===== src/rtl/vcq_cfg_pkg.sv =====
package vcq_cfg_pkg;
  localparam int unsigned DATA_W  = 32;
  localparam int unsigned IDX_W   = 8;
  localparam int unsigned NIMASK  = 2;
  localparam logic [3:0]  VERSION = 4'd1;

  localparam logic [15:0] OFF_CFG    = 16'h0000;
  localparam logic [15:0] OFF_PARAM  = 16'h0004;
  localparam logic [15:0] OFF_STAT   = 16'h0008;
  localparam logic [15:0] OFF_IMASK  = 16'h001C;
  localparam logic [15:0] OFF_ALLOC  = 16'h0200;
  localparam logic [15:0] OFF_ICFG   = 16'h1000;
  localparam logic [15:0] OFF_ISTAT  = 16'h1004;
  localparam logic [15:0] OFF_SMATCH = 16'h1040;
  localparam logic [15:0] OFF_SREPL  = 16'h1080;

  localparam int unsigned HYP_BIT = 17;

  typedef enum logic [3:0] {
    SEL_NONE, SEL_CFG, SEL_PARAM, SEL_STAT, SEL_IMASK, SEL_ALLOC,
    SEL_ICFG, SEL_ISTAT, SEL_SMATCH, SEL_SREPL
  } sel_e;

  typedef struct packed {
    sel_e             sel;
    logic [IDX_W-1:0] idx;
  } dec_t;

  function automatic logic [DATA_W-1:0] param_word(input int q_log2, input int i_log2,
                                                   input int s_log2);
    return {16'h0, 4'(s_log2), 4'(i_log2), 4'(q_log2), VERSION};
  endfunction
endpackage


===== src/rtl/vcq_addr_dec.sv =====
module vcq_addr_dec
  import vcq_cfg_pkg::*;
#(
  parameter int unsigned ADDR_W = 20,
  parameter int unsigned NQ     = 2,
  parameter int unsigned NSID   = 16
) (
  input  logic [ADDR_W-1:0] addr_i,
  output dec_t              dec_o
);
  logic [15:0] off;
  logic        in_page;

  assign off = addr_i[15:0];

  generate
    if (ADDR_W > 16) begin : g_hi
      assign in_page = (addr_i[ADDR_W-1:16] == '0) && (addr_i[1:0] == 2'b00);
    end else begin : g_nohi
      assign in_page = (addr_i[1:0] == 2'b00);
    end
  endgenerate

  function automatic logic hit(input logic [15:0] o, input logic [15:0] base, input int n);
    return (32'(o) >= 32'(base)) && (32'(o) < 32'(base) + 32'(4 * n));
  endfunction

  function automatic logic [IDX_W-1:0] rel(input logic [15:0] o, input logic [15:0] base);
    logic [15:0] d;
    d = o - base;
    return IDX_W'(d >> 2);
  endfunction

  always_comb begin
    dec_o.sel = SEL_NONE;
    dec_o.idx = '0;
    if (in_page) begin
      if (off == OFF_CFG)              dec_o.sel = SEL_CFG;
      else if (off == OFF_PARAM)       dec_o.sel = SEL_PARAM;
      else if (off == OFF_STAT)        dec_o.sel = SEL_STAT;
      else if (hit(off, OFF_IMASK, NIMASK)) begin
        dec_o.sel = SEL_IMASK;
        dec_o.idx = rel(off, OFF_IMASK);
      end else if (hit(off, OFF_ALLOC, NQ)) begin
        dec_o.sel = SEL_ALLOC;
        dec_o.idx = rel(off, OFF_ALLOC);
      end else if (off == OFF_ICFG)    dec_o.sel = SEL_ICFG;
      else if (off == OFF_ISTAT)       dec_o.sel = SEL_ISTAT;
      else if (hit(off, OFF_SMATCH, NSID)) begin
        dec_o.sel = SEL_SMATCH;
        dec_o.idx = rel(off, OFF_SMATCH);
      end else if (hit(off, OFF_SREPL, NSID)) begin
        dec_o.sel = SEL_SREPL;
        dec_o.idx = rel(off, OFF_SREPL);
      end
      // error maps and everything else fall through to SEL_NONE: read zero
    end
  end
endmodule


===== src/rtl/vcq_glb_regs.sv =====
module vcq_glb_regs
  import vcq_cfg_pkg::*;
#(
  parameter int unsigned NQ = 2
) (
  input  logic                          clk_i,
  input  logic                          rst_ni,
  input  logic                          we_i,
  input  sel_e                          sel_i,
  input  logic [IDX_W-1:0]              idx_i,
  input  logic [DATA_W-1:0]             wdata_i,
  output logic [DATA_W-1:0]             cfg_o,
  output logic                          stat_o,
  output logic [NIMASK-1:0][DATA_W-1:0] imask_o,
  output logic [NQ-1:0][DATA_W-1:0]     alloc_o
);
  logic cfg_we;
  assign cfg_we = we_i && (sel_i == SEL_CFG);

  always_ff @(posedge clk_i or negedge rst_ni) begin
    if (!rst_ni) begin
      cfg_o  <= '0;
      stat_o <= 1'b0;
    end else if (cfg_we) begin
      cfg_o  <= wdata_i;
      stat_o <= wdata_i[0];
    end
  end

  for (genvar i = 0; i < NIMASK; i++) begin : g_imask
    always_ff @(posedge clk_i or negedge rst_ni) begin
      if (!rst_ni) imask_o[i] <= '0;
      else if (we_i && sel_i == SEL_IMASK && idx_i == IDX_W'(i)) imask_o[i] <= wdata_i;
    end
  end

  for (genvar i = 0; i < NQ; i++) begin : g_alloc
    always_ff @(posedge clk_i or negedge rst_ni) begin
      if (!rst_ni) alloc_o[i] <= '0;
      else if (we_i && sel_i == SEL_ALLOC && idx_i == IDX_W'(i)) alloc_o[i] <= wdata_i;
    end
  end

  assert_cfg_mirror_R2: assert property (@(posedge clk_i) disable iff (!rst_ni)
    cfg_we |=> (cfg_o == $past(wdata_i)) && (stat_o == $past(wdata_i[0])));

  assert_stat_hold_R2: assert property (@(posedge clk_i) disable iff (!rst_ni)
    !cfg_we |=> $stable(stat_o));
endmodule


===== src/rtl/vcq_intf_regs.sv =====
module vcq_intf_regs
  import vcq_cfg_pkg::*;
#(
  parameter int unsigned NSID = 16
) (
  input  logic                        clk_i,
  input  logic                        rst_ni,
  input  logic                        we_i,
  input  sel_e                        sel_i,
  input  logic [IDX_W-1:0]            idx_i,
  input  logic [DATA_W-1:0]           wdata_i,
  output logic [DATA_W-1:0]           cfg_o,
  output logic                        enok_o,
  output logic [NSID-1:0][DATA_W-1:0] match_o,
  output logic [NSID-1:0][DATA_W-1:0] repl_o
);
  localparam logic [DATA_W-1:0] HYP_MASK = DATA_W'(1) << HYP_BIT;

  logic icfg_we;
  assign icfg_we = we_i && (sel_i == SEL_ICFG);

  always_ff @(posedge clk_i or negedge rst_ni) begin
    if (!rst_ni) begin
      cfg_o  <= '0;
      enok_o <= 1'b0;
    end else if (icfg_we) begin
      cfg_o  <= wdata_i & ~HYP_MASK;
      enok_o <= wdata_i[0];
    end
  end

  for (genvar j = 0; j < NSID; j++) begin : g_sid
    always_ff @(posedge clk_i or negedge rst_ni) begin
      if (!rst_ni) begin
        match_o[j] <= '0;
        repl_o[j]  <= '0;
      end else if (we_i && idx_i == IDX_W'(j)) begin
        if (sel_i == SEL_SMATCH) match_o[j] <= wdata_i;
        if (sel_i == SEL_SREPL)  repl_o[j]  <= wdata_i;
      end
    end
  end

  assert_hyp_clear_R6: assert property (@(posedge clk_i) disable iff (!rst_ni)
    icfg_we |=> (cfg_o[HYP_BIT] == 1'b0) &&
                (cfg_o[HYP_BIT-1:0] == $past(wdata_i[HYP_BIT-1:0])));

  assert_enok_mirror_R7: assert property (@(posedge clk_i) disable iff (!rst_ni)
    icfg_we |=> enok_o == $past(wdata_i[0]));
endmodule


===== src/rtl/vcq_cfg_regs.sv =====
module vcq_cfg_regs
  import vcq_cfg_pkg::*;
#(
  parameter int unsigned ADDR_W     = 20,
  parameter int unsigned QUEUE_LOG2 = 1,
  parameter int unsigned INTF_LOG2  = 0,
  parameter int unsigned SID_LOG2   = 4
) (
  input  logic              clk_i,
  input  logic              rst_ni,
  input  logic [ADDR_W-1:0] addr_i,
  input  logic              wr_en_i,
  input  logic [31:0]       wr_data_i,
  input  logic              rd_en_i,
  output logic [31:0]       rd_data_o
);
  localparam int unsigned NQ   = 2 ** QUEUE_LOG2;
  localparam int unsigned NSID = 2 ** SID_LOG2;
  localparam int unsigned QW   = (NQ > 1) ? $clog2(NQ) : 1;
  localparam int unsigned SW   = (NSID > 1) ? $clog2(NSID) : 1;
  localparam logic [DATA_W-1:0] PARAM_VAL = param_word(QUEUE_LOG2, INTF_LOG2, SID_LOG2);

  dec_t                          dec;
  logic [DATA_W-1:0]             cfg, icfg;
  logic                          stat, enok;
  logic [NIMASK-1:0][DATA_W-1:0] imask;
  logic [NQ-1:0][DATA_W-1:0]     alloc;
  logic [NSID-1:0][DATA_W-1:0]   match, repl;
  logic [DATA_W-1:0]             rd_val;

  vcq_addr_dec #(.ADDR_W(ADDR_W), .NQ(NQ), .NSID(NSID)) i_dec (
    .addr_i (addr_i),
    .dec_o  (dec)
  );

  vcq_glb_regs #(.NQ(NQ)) i_glb (
    .clk_i   (clk_i),
    .rst_ni  (rst_ni),
    .we_i    (wr_en_i),
    .sel_i   (dec.sel),
    .idx_i   (dec.idx),
    .wdata_i (wr_data_i),
    .cfg_o   (cfg),
    .stat_o  (stat),
    .imask_o (imask),
    .alloc_o (alloc)
  );

  vcq_intf_regs #(.NSID(NSID)) i_intf (
    .clk_i   (clk_i),
    .rst_ni  (rst_ni),
    .we_i    (wr_en_i),
    .sel_i   (dec.sel),
    .idx_i   (dec.idx),
    .wdata_i (wr_data_i),
    .cfg_o   (icfg),
    .enok_o  (enok),
    .match_o (match),
    .repl_o  (repl)
  );

  always_comb begin
    case (dec.sel)
      SEL_CFG:    rd_val = cfg;
      SEL_PARAM:  rd_val = PARAM_VAL;
      SEL_STAT:   rd_val = {31'b0, stat};
      SEL_IMASK:  rd_val = imask[dec.idx[0]];
      SEL_ALLOC:  rd_val = alloc[dec.idx[QW-1:0]];
      SEL_ICFG:   rd_val = icfg;
      SEL_ISTAT:  rd_val = {31'b0, enok};
      SEL_SMATCH: rd_val = match[dec.idx[SW-1:0]];
      SEL_SREPL:  rd_val = repl[dec.idx[SW-1:0]];
      default:    rd_val = '0;
    endcase
  end

  assign rd_data_o = rd_en_i ? rd_val : '0;

  assert_idle_zero_R11: assert property (@(posedge clk_i) disable iff (!rst_ni)
    !rd_en_i |-> rd_data_o == '0);

  assert_misalign_zero_R10: assert property (@(posedge clk_i) disable iff (!rst_ni)
    (rd_en_i && addr_i[1:0] != 2'b00) |-> rd_data_o == '0);

  assert_param_ver_R3: assert property (@(posedge clk_i) disable iff (!rst_ni)
    (rd_en_i && addr_i == ADDR_W'(OFF_PARAM)) |-> rd_data_o[3:0] == 4'd1);
endmodule


===== config.mk =====
export PLATFORM = sky130hd
export DESIGN_NAME = vcq_cfg_regs
export DESIGN_NICKNAME = d
export VERILOG_FILES = /design/src/rtl/vcq_cfg_pkg.sv /design/src/rtl/vcq_addr_dec.sv /design/src/rtl/vcq_glb_regs.sv /design/src/rtl/vcq_intf_regs.sv /design/src/rtl/vcq_cfg_regs.sv
export SDC_FILE = /design/constraint.sdc
export NUM_CORES = 2
export LEC_CHECK = 0
export ABC_AREA = 1
export BUFFER_PORTS_ARGS = -buffer_cell sky130_fd_sc_hd__buf_2
export CAP_MARGIN = 20
export CORE_UTILIZATION = 55
export CTS_CLUSTER_DIAMETER = 60
export CTS_CLUSTER_SIZE = 16
export DETAILED_ROUTE_END_ITERATION = 10
export PLACE_DENSITY_LB_ADDON = 0.2
export SYNTH_ARGS = -nofsm -noshare
export SYNTH_HDL_FRONTEND = slang
export SYNTH_HIERARCHICAL = 1
export SYNTH_SLANG_ARGS = --single-unit

===== constraint.sdc =====
create_clock -name clk_i -period 5.45 [get_ports clk_i]
set_input_delay 0.545 -clock clk_i [delete_from_list [all_inputs] [get_ports clk_i]]
set_output_delay 0.545 -clock clk_i [all_outputs]
set_load 0.02 [all_outputs]

After elaboration in Yosys (flattened, before gate mapping)
Index checks and enable logic that the tools add are counted.
Word-level totals
  input port bits: 56
  output and inout port bits: 32
  word-level logic and storage cells: 172
  register bits after elaboration: 1217
Operators by class
  equal/unequal tests: 28
  muxes and demuxes: 25
  magnitude comparators: 10
  reductions and logical operators: 65
  $add $sub $neg: 4
Operators by type and width (count)
  32-bit one-hot mux with 9 select lines: 1
  32-bit binary-select mux with 4-bit select: 2
  32-bit 2-to-1 mux: 7
  8-bit by 4-bit equality test with 1-bit output (second input constant): 8
  2-bit AND reduction: 32
  12-bit 2-to-1 mux: 5
  8-bit 2-to-1 mux: 5
  16-bit by 13-bit equality test with 1-bit output (second input constant): 2
  8-bit by 3-bit equality test with 1-bit output (second input constant): 4
  16-bit by 13-bit >= comparator with 1-bit output (second input constant): 2
  16-bit by 13-bit < comparator with 1-bit output (second input constant): 2
  1-bit logical AND: 29
  4-bit 2-to-1 mux: 5
  16-bit by 3-bit equality test with 1-bit output (second input constant): 1
  16-bit by 4-bit equality test with 1-bit output (second input constant): 1
  4-bit by 3-bit equality test with 1-bit output (second input constant): 4
  8-bit by 2-bit equality test with 1-bit output (second input constant): 2
  16-bit by 10-bit >= comparator with 1-bit output (second input constant): 1
  16-bit by 5-bit >= comparator with 1-bit output (second input constant): 1
  16-bit logical NOT: 1
  16-bit by 10-bit < comparator with 1-bit output (second input constant): 1
  16-bit by 6-bit < comparator with 1-bit output (second input constant): 1
  10-bit subtractor (second input constant): 1
  10-bit by 5-bit subtractor with 10-bit output (second input constant): 1
  11 further kinds: 13

Logic depth before layout (Yosys ltp)
  depth after elaboration: 16
  mapped depth: 27
  gate-level depth less buffers: 24

Cells and area by module
The synthesis kept the hierarchy.
By module, submodules not included
  vcq_intf_regs: seq. area each 26400.3 um^2, instances 1, area each 43678.1 um^2, cells an instance 4863
  vcq_cfg_regs: seq. area each 0.0 um^2, instances 1, area each 14691.6 um^2, cells an instance 3494
  vcq_glb_regs: seq. area each 4003.8 um^2, instances 1, area each 6491.2 um^2, cells an instance 712
  vcq_addr_dec: seq. area each 0.0 um^2, instances 1, area each 752.0 um^2, cells an instance 141

Worst setup path after synthesis
OpenSTA, ideal clock, no wires.
  path kind: in2out
  from: in addr_i[7]
  to: out rd_data_o[3]
  slack: 1.839 ns
  stages on the path: 22
  required time: 4.905 ns
  arrival: 3.066 ns
  buffers on the path: 4
  cell sequence: inv_1 > ha_1 > inv_1 > a31oi_1 > nand3_2 > buf_6 > nand3_2 > nand2_1 > nor2_1 > buf_6 > inv_8 > buf_6 > buf_6 > nand2_1 > nand3_1 > nand3_1 > nand3_1 > nand2_1 > nand2_1 > nand3_1 > nand2_1 > inv_1
RTL lines
  start: declaration: RTL line vcq_cfg_regs.sv:11  | input logic [ADDR_W-1:0] addr_i,
  end: declaration: RTL line vcq_cfg_regs.sv:15  | output logic [31:0] rd_data_o

==> parameters.txt <==
Parameter                              Value

Worst hold path
  Kind of path behind the tightest hold check    input port to async pin

Place
  DP Wirelength    130,000 um
  GPL Wtd Cong    between 0.8 and 0.9
  Count of placed standard cells including taps    just over 10k
  Pre-CTS worst setup slack    ~450 ps
  Number of input and output port buffers inserted    87

Timing
  Unrepaired setup endpoints after global routing    no
  Final critical path time including I/O delays and setup    ~5200 ps
  Setup TNS Final    0 ps
  Pin slew with the least headroom to its limit    roughly 1100 ps
  Maximum clock skew at final layout    0 ps
  Final Setup Violations    0
  Highest attainable clock frequency    between 150 and 200 MHz
  Worst hold margin    between 300 and 400 ps
  Share of the cycle needed by the critical path after routing    around 95%
  Final hold violation count    0
  Max-slew violations    0
  Max_slew headroom    between 20% and 30%
  Setup ws final    around 260 ps

Yosys
  Average cell area after synthesis    ~7.1 um2
  Instance count of the mapped netlist    between 9k and 10k
  Distinct cell type count of the synthesized netlist    39
  Synth Cell Area    0.0656 mm2
  Number of warnings printed during yosys synthesis    6
  Sequential-to-total area share from yosys stat    46.3%
  Number of synthesized register bits    1,215
  Net count after synthesis    9,277

Job
  Max-cap viol count    0

Worst setup path
  Startpoint kind of the worst setup timing path    input port
  Critical path fanouts, max    20
  Setup CP Type    input port to primary output
  Cell depth of the worst flop-to-flop path    2
  Worst reg2reg setup slack    approximately 4800 ps
  Required time worst endpoint    approximately 5000 ps
  CP Capture Type    primary output
  Critical R2R Launch    i_intf/cfg_o[0]
  Endpoint of the most critical register-to-register path    i_intf/cfg_o[0]
  Data arrival time of the worst path    4640 ps

Route
  Remaining number of nets flagged by the antenna check after routing    0
  Routed length per placed instance    around 23 um
  DRC violations left    0
  Iter 0 DRT Violations    around 8.7k
  Final wirelength    between 200,000 and 250,000 um
  Drt via density    6.15
  Via Count    approximately 64k
  DR pass1 iterations    8

Power and ir drop
  Max VDD drop    264 uV
  Static leakage power    roughly 38 nW
  Power density over the cells    between 200 and 300 mW/mm2

Global route
  Number of global-route vias before repair    between 60k and 70k
  Initial antenna violation count    19
  Remaining global-route overflow    0
  Total routing resource utilization after global routing    38.9%
  First-pass GRT wire length    roughly 360,000 um
  Pin count of the biggest net entering global routing    roughly 170

Clock tree
  Clock transition at the registers of the reported paths    ~70 ps
  CTS Sinks    approximately 1.2k
  Latest clock arrival within the worst-skew pair    740 ps
  Htree depth    3
  CTS tree    done
  Number of buffers created by CTS    ~110
  CTS root buf    sky130_fd_sc_hd__clkbuf_16
  Max Buffers Root-to-Sink    3
  Count of cells resized by post-cts repair    0

Final layout
  Final Non-Filler Cells    approximately 10k
  Ratio of cells with drive above 1 in the final layout    6.54%
  Post-layout nets    ~9k
  Area growth from synthesis to final layout    7.13%

Die
  Floorplan die area    between 0.1 and 0.15 mm2
  Floorplan row count    approximately 130
  Die Y-Extent    roughly 350 um
  Width of the die    about 350 um
  Core outline area    0.118 mm2
  Initial core utilization    between 50% and 60%
  I/O pin count    between 80 and 90

Run status
  Outcome    completed
where the power goes:
| part | leakage, nW | switching [mW] | internal (mW) |
|---|---|---|---|
| clock | 1.82 | 3.84 | 4.52 |
| sequential | 17.0 | 0.000283 | 9.01 |
| combinational | 19.1 | 0.451 | 0.0510 |
state kept, by name, indices dropped and copies added (netlist names):
signal          cells
i_intf/match_o    512
i_intf/repl_o     512
i_glb/alloc_o      64
i_glb/imask_o      64
i_glb/cfg_o        32
i_intf/cfg_o       31
synth_stat cells, drive strengths merged:
master   number  area [um2]
inv         626        2360
clkbuf      367        1420
or2           4        27.5
nand2      4306       16200
nand3       863        4330
nand4      1029        6440
nor2        119         479
a22oi         1        7.51
nor3b         9        67.6
ha           11         138
nand3b        2        15.0
xor2          3        26.3
a21oi        49         249
a31oi         3        18.8
conb          1        3.75
o21ai        79         395
dfrtp      1215       30400
o2111ai       1        8.76
buf         503        2940
o211ai        3        22.5
nor3         16        96.4
stage by stage:
step	utilization [%]	total power [mW]	area, um2
final	59.4	17.9	70300
after floorplan	-	9.35	65600
after detailed placement	56.2	9.69	66500
after global placement	56.2	9.68	66500
after CTS	59.4	17.9	70300
after global routing	59.4	18.3	70300
critical path, cell delays in order:
cell	delay, ps
sky130_fd_sc_hd__buf_2	100
sky130_fd_sc_hd__inv_1	140
sky130_fd_sc_hd__ha_1	250
sky130_fd_sc_hd__inv_1	80
sky130_fd_sc_hd__nor2_1	60
sky130_fd_sc_hd__nand2_1	70
sky130_fd_sc_hd__nor2_1	50
sky130_fd_sc_hd__nand2_1	90
sky130_fd_sc_hd__nand4_1	130
sky130_fd_sc_hd__nor2_2	270
sky130_fd_sc_hd__nand2_1	80
sky130_fd_sc_hd__nor2_1	370
sky130_fd_sc_hd__inv_1	180
sky130_fd_sc_hd__nor3_2	910
sky130_fd_sc_hd__buf_4	510
sky130_fd_sc_hd__nand2_1	100
sky130_fd_sc_hd__nand3_1	310
sky130_fd_sc_hd__nand2_1	110
sky130_fd_sc_hd__inv_1	100
sky130_fd_sc_hd__buf_2	160
cell type report:
cell class,instances,area [um2]
Inverter,626,2390
Clock inverter,70,878
Fill cell,10900,47900
Timing Repair Buffer,311,2990
Sequential cell,1215,30400
Tap cell,1536,1920
Antenna cell,15,37.5
Multi-Input combinational cell,6499,28800
Clock buffer,123,2880
cell usage in the layout (no fill, tap or decap), drive strengths merged, types with 4 or more instances in the layout:
| cell | n |
|---|---|
| clkinvlp | 12 |
| dfrtp | 1215 |
| nor3 | 16 |
| nand3 | 863 |
| clkbuf | 123 |
| a21oi | 49 |
| nor2 | 119 |
| o21ai | 79 |
| nand2 | 4306 |
| clkinv | 29 |
| bufinv | 14 |
| nand4 | 1029 |
| nor3b | 9 |
| inv | 641 |
| diode | 15 |
| ha | 11 |
| or2 | 4 |
| buf | 310 |
cells by family (layout without fill, tap and decap cells):
kind of cell	count (synthesis)	in the layout	synth area share, %
xor gates and xnor gates	3	3	0.0401
AOI/OAI and AO/OA	136	136	1.07
other	1	16	0.00572
and+or+nand+nor	6348	6348	42.1
buffers and inverters	1496	1130	10.2
adders and majority gates	11	11	0.210
DFF	1215	1215	46.3
how the worst max path moves through the flow:
stage,slack (ps),end,depth (start not counted),start
2_1_floorplan,1840,rd_data_o[3],22,addr_i[7]
3_3_place_gp,510,rd_data_o[4],20,addr_i[7]
3_5_place_dp,450,rd_data_o[4],20,addr_i[7]
4_1_cts,440,rd_data_o[4],20,addr_i[7]
5_1_grt,50,rd_data_o[4],20,addr_i[7]
6_report,260,rd_data_o[4],20,addr_i[7]
routing by layer:
layer,track usage [%],routed length [um],vias up
met5,0,11,-
li1,-,-,28600
met1,53.2,92400,30700
met3,8.58,28100,665
met2,58.0,102000,3906
met4,20.4,13400,2
what timing repair did:
| item | in CTS | in global routing |
|---|---|---|
| endpoints found under the hold margin | 110 | 0 |
| hold buffers | 1 | 0 |
| setup buffers | 0 | 0 |
Note: power is estimated with default switching activity, not from simulation.
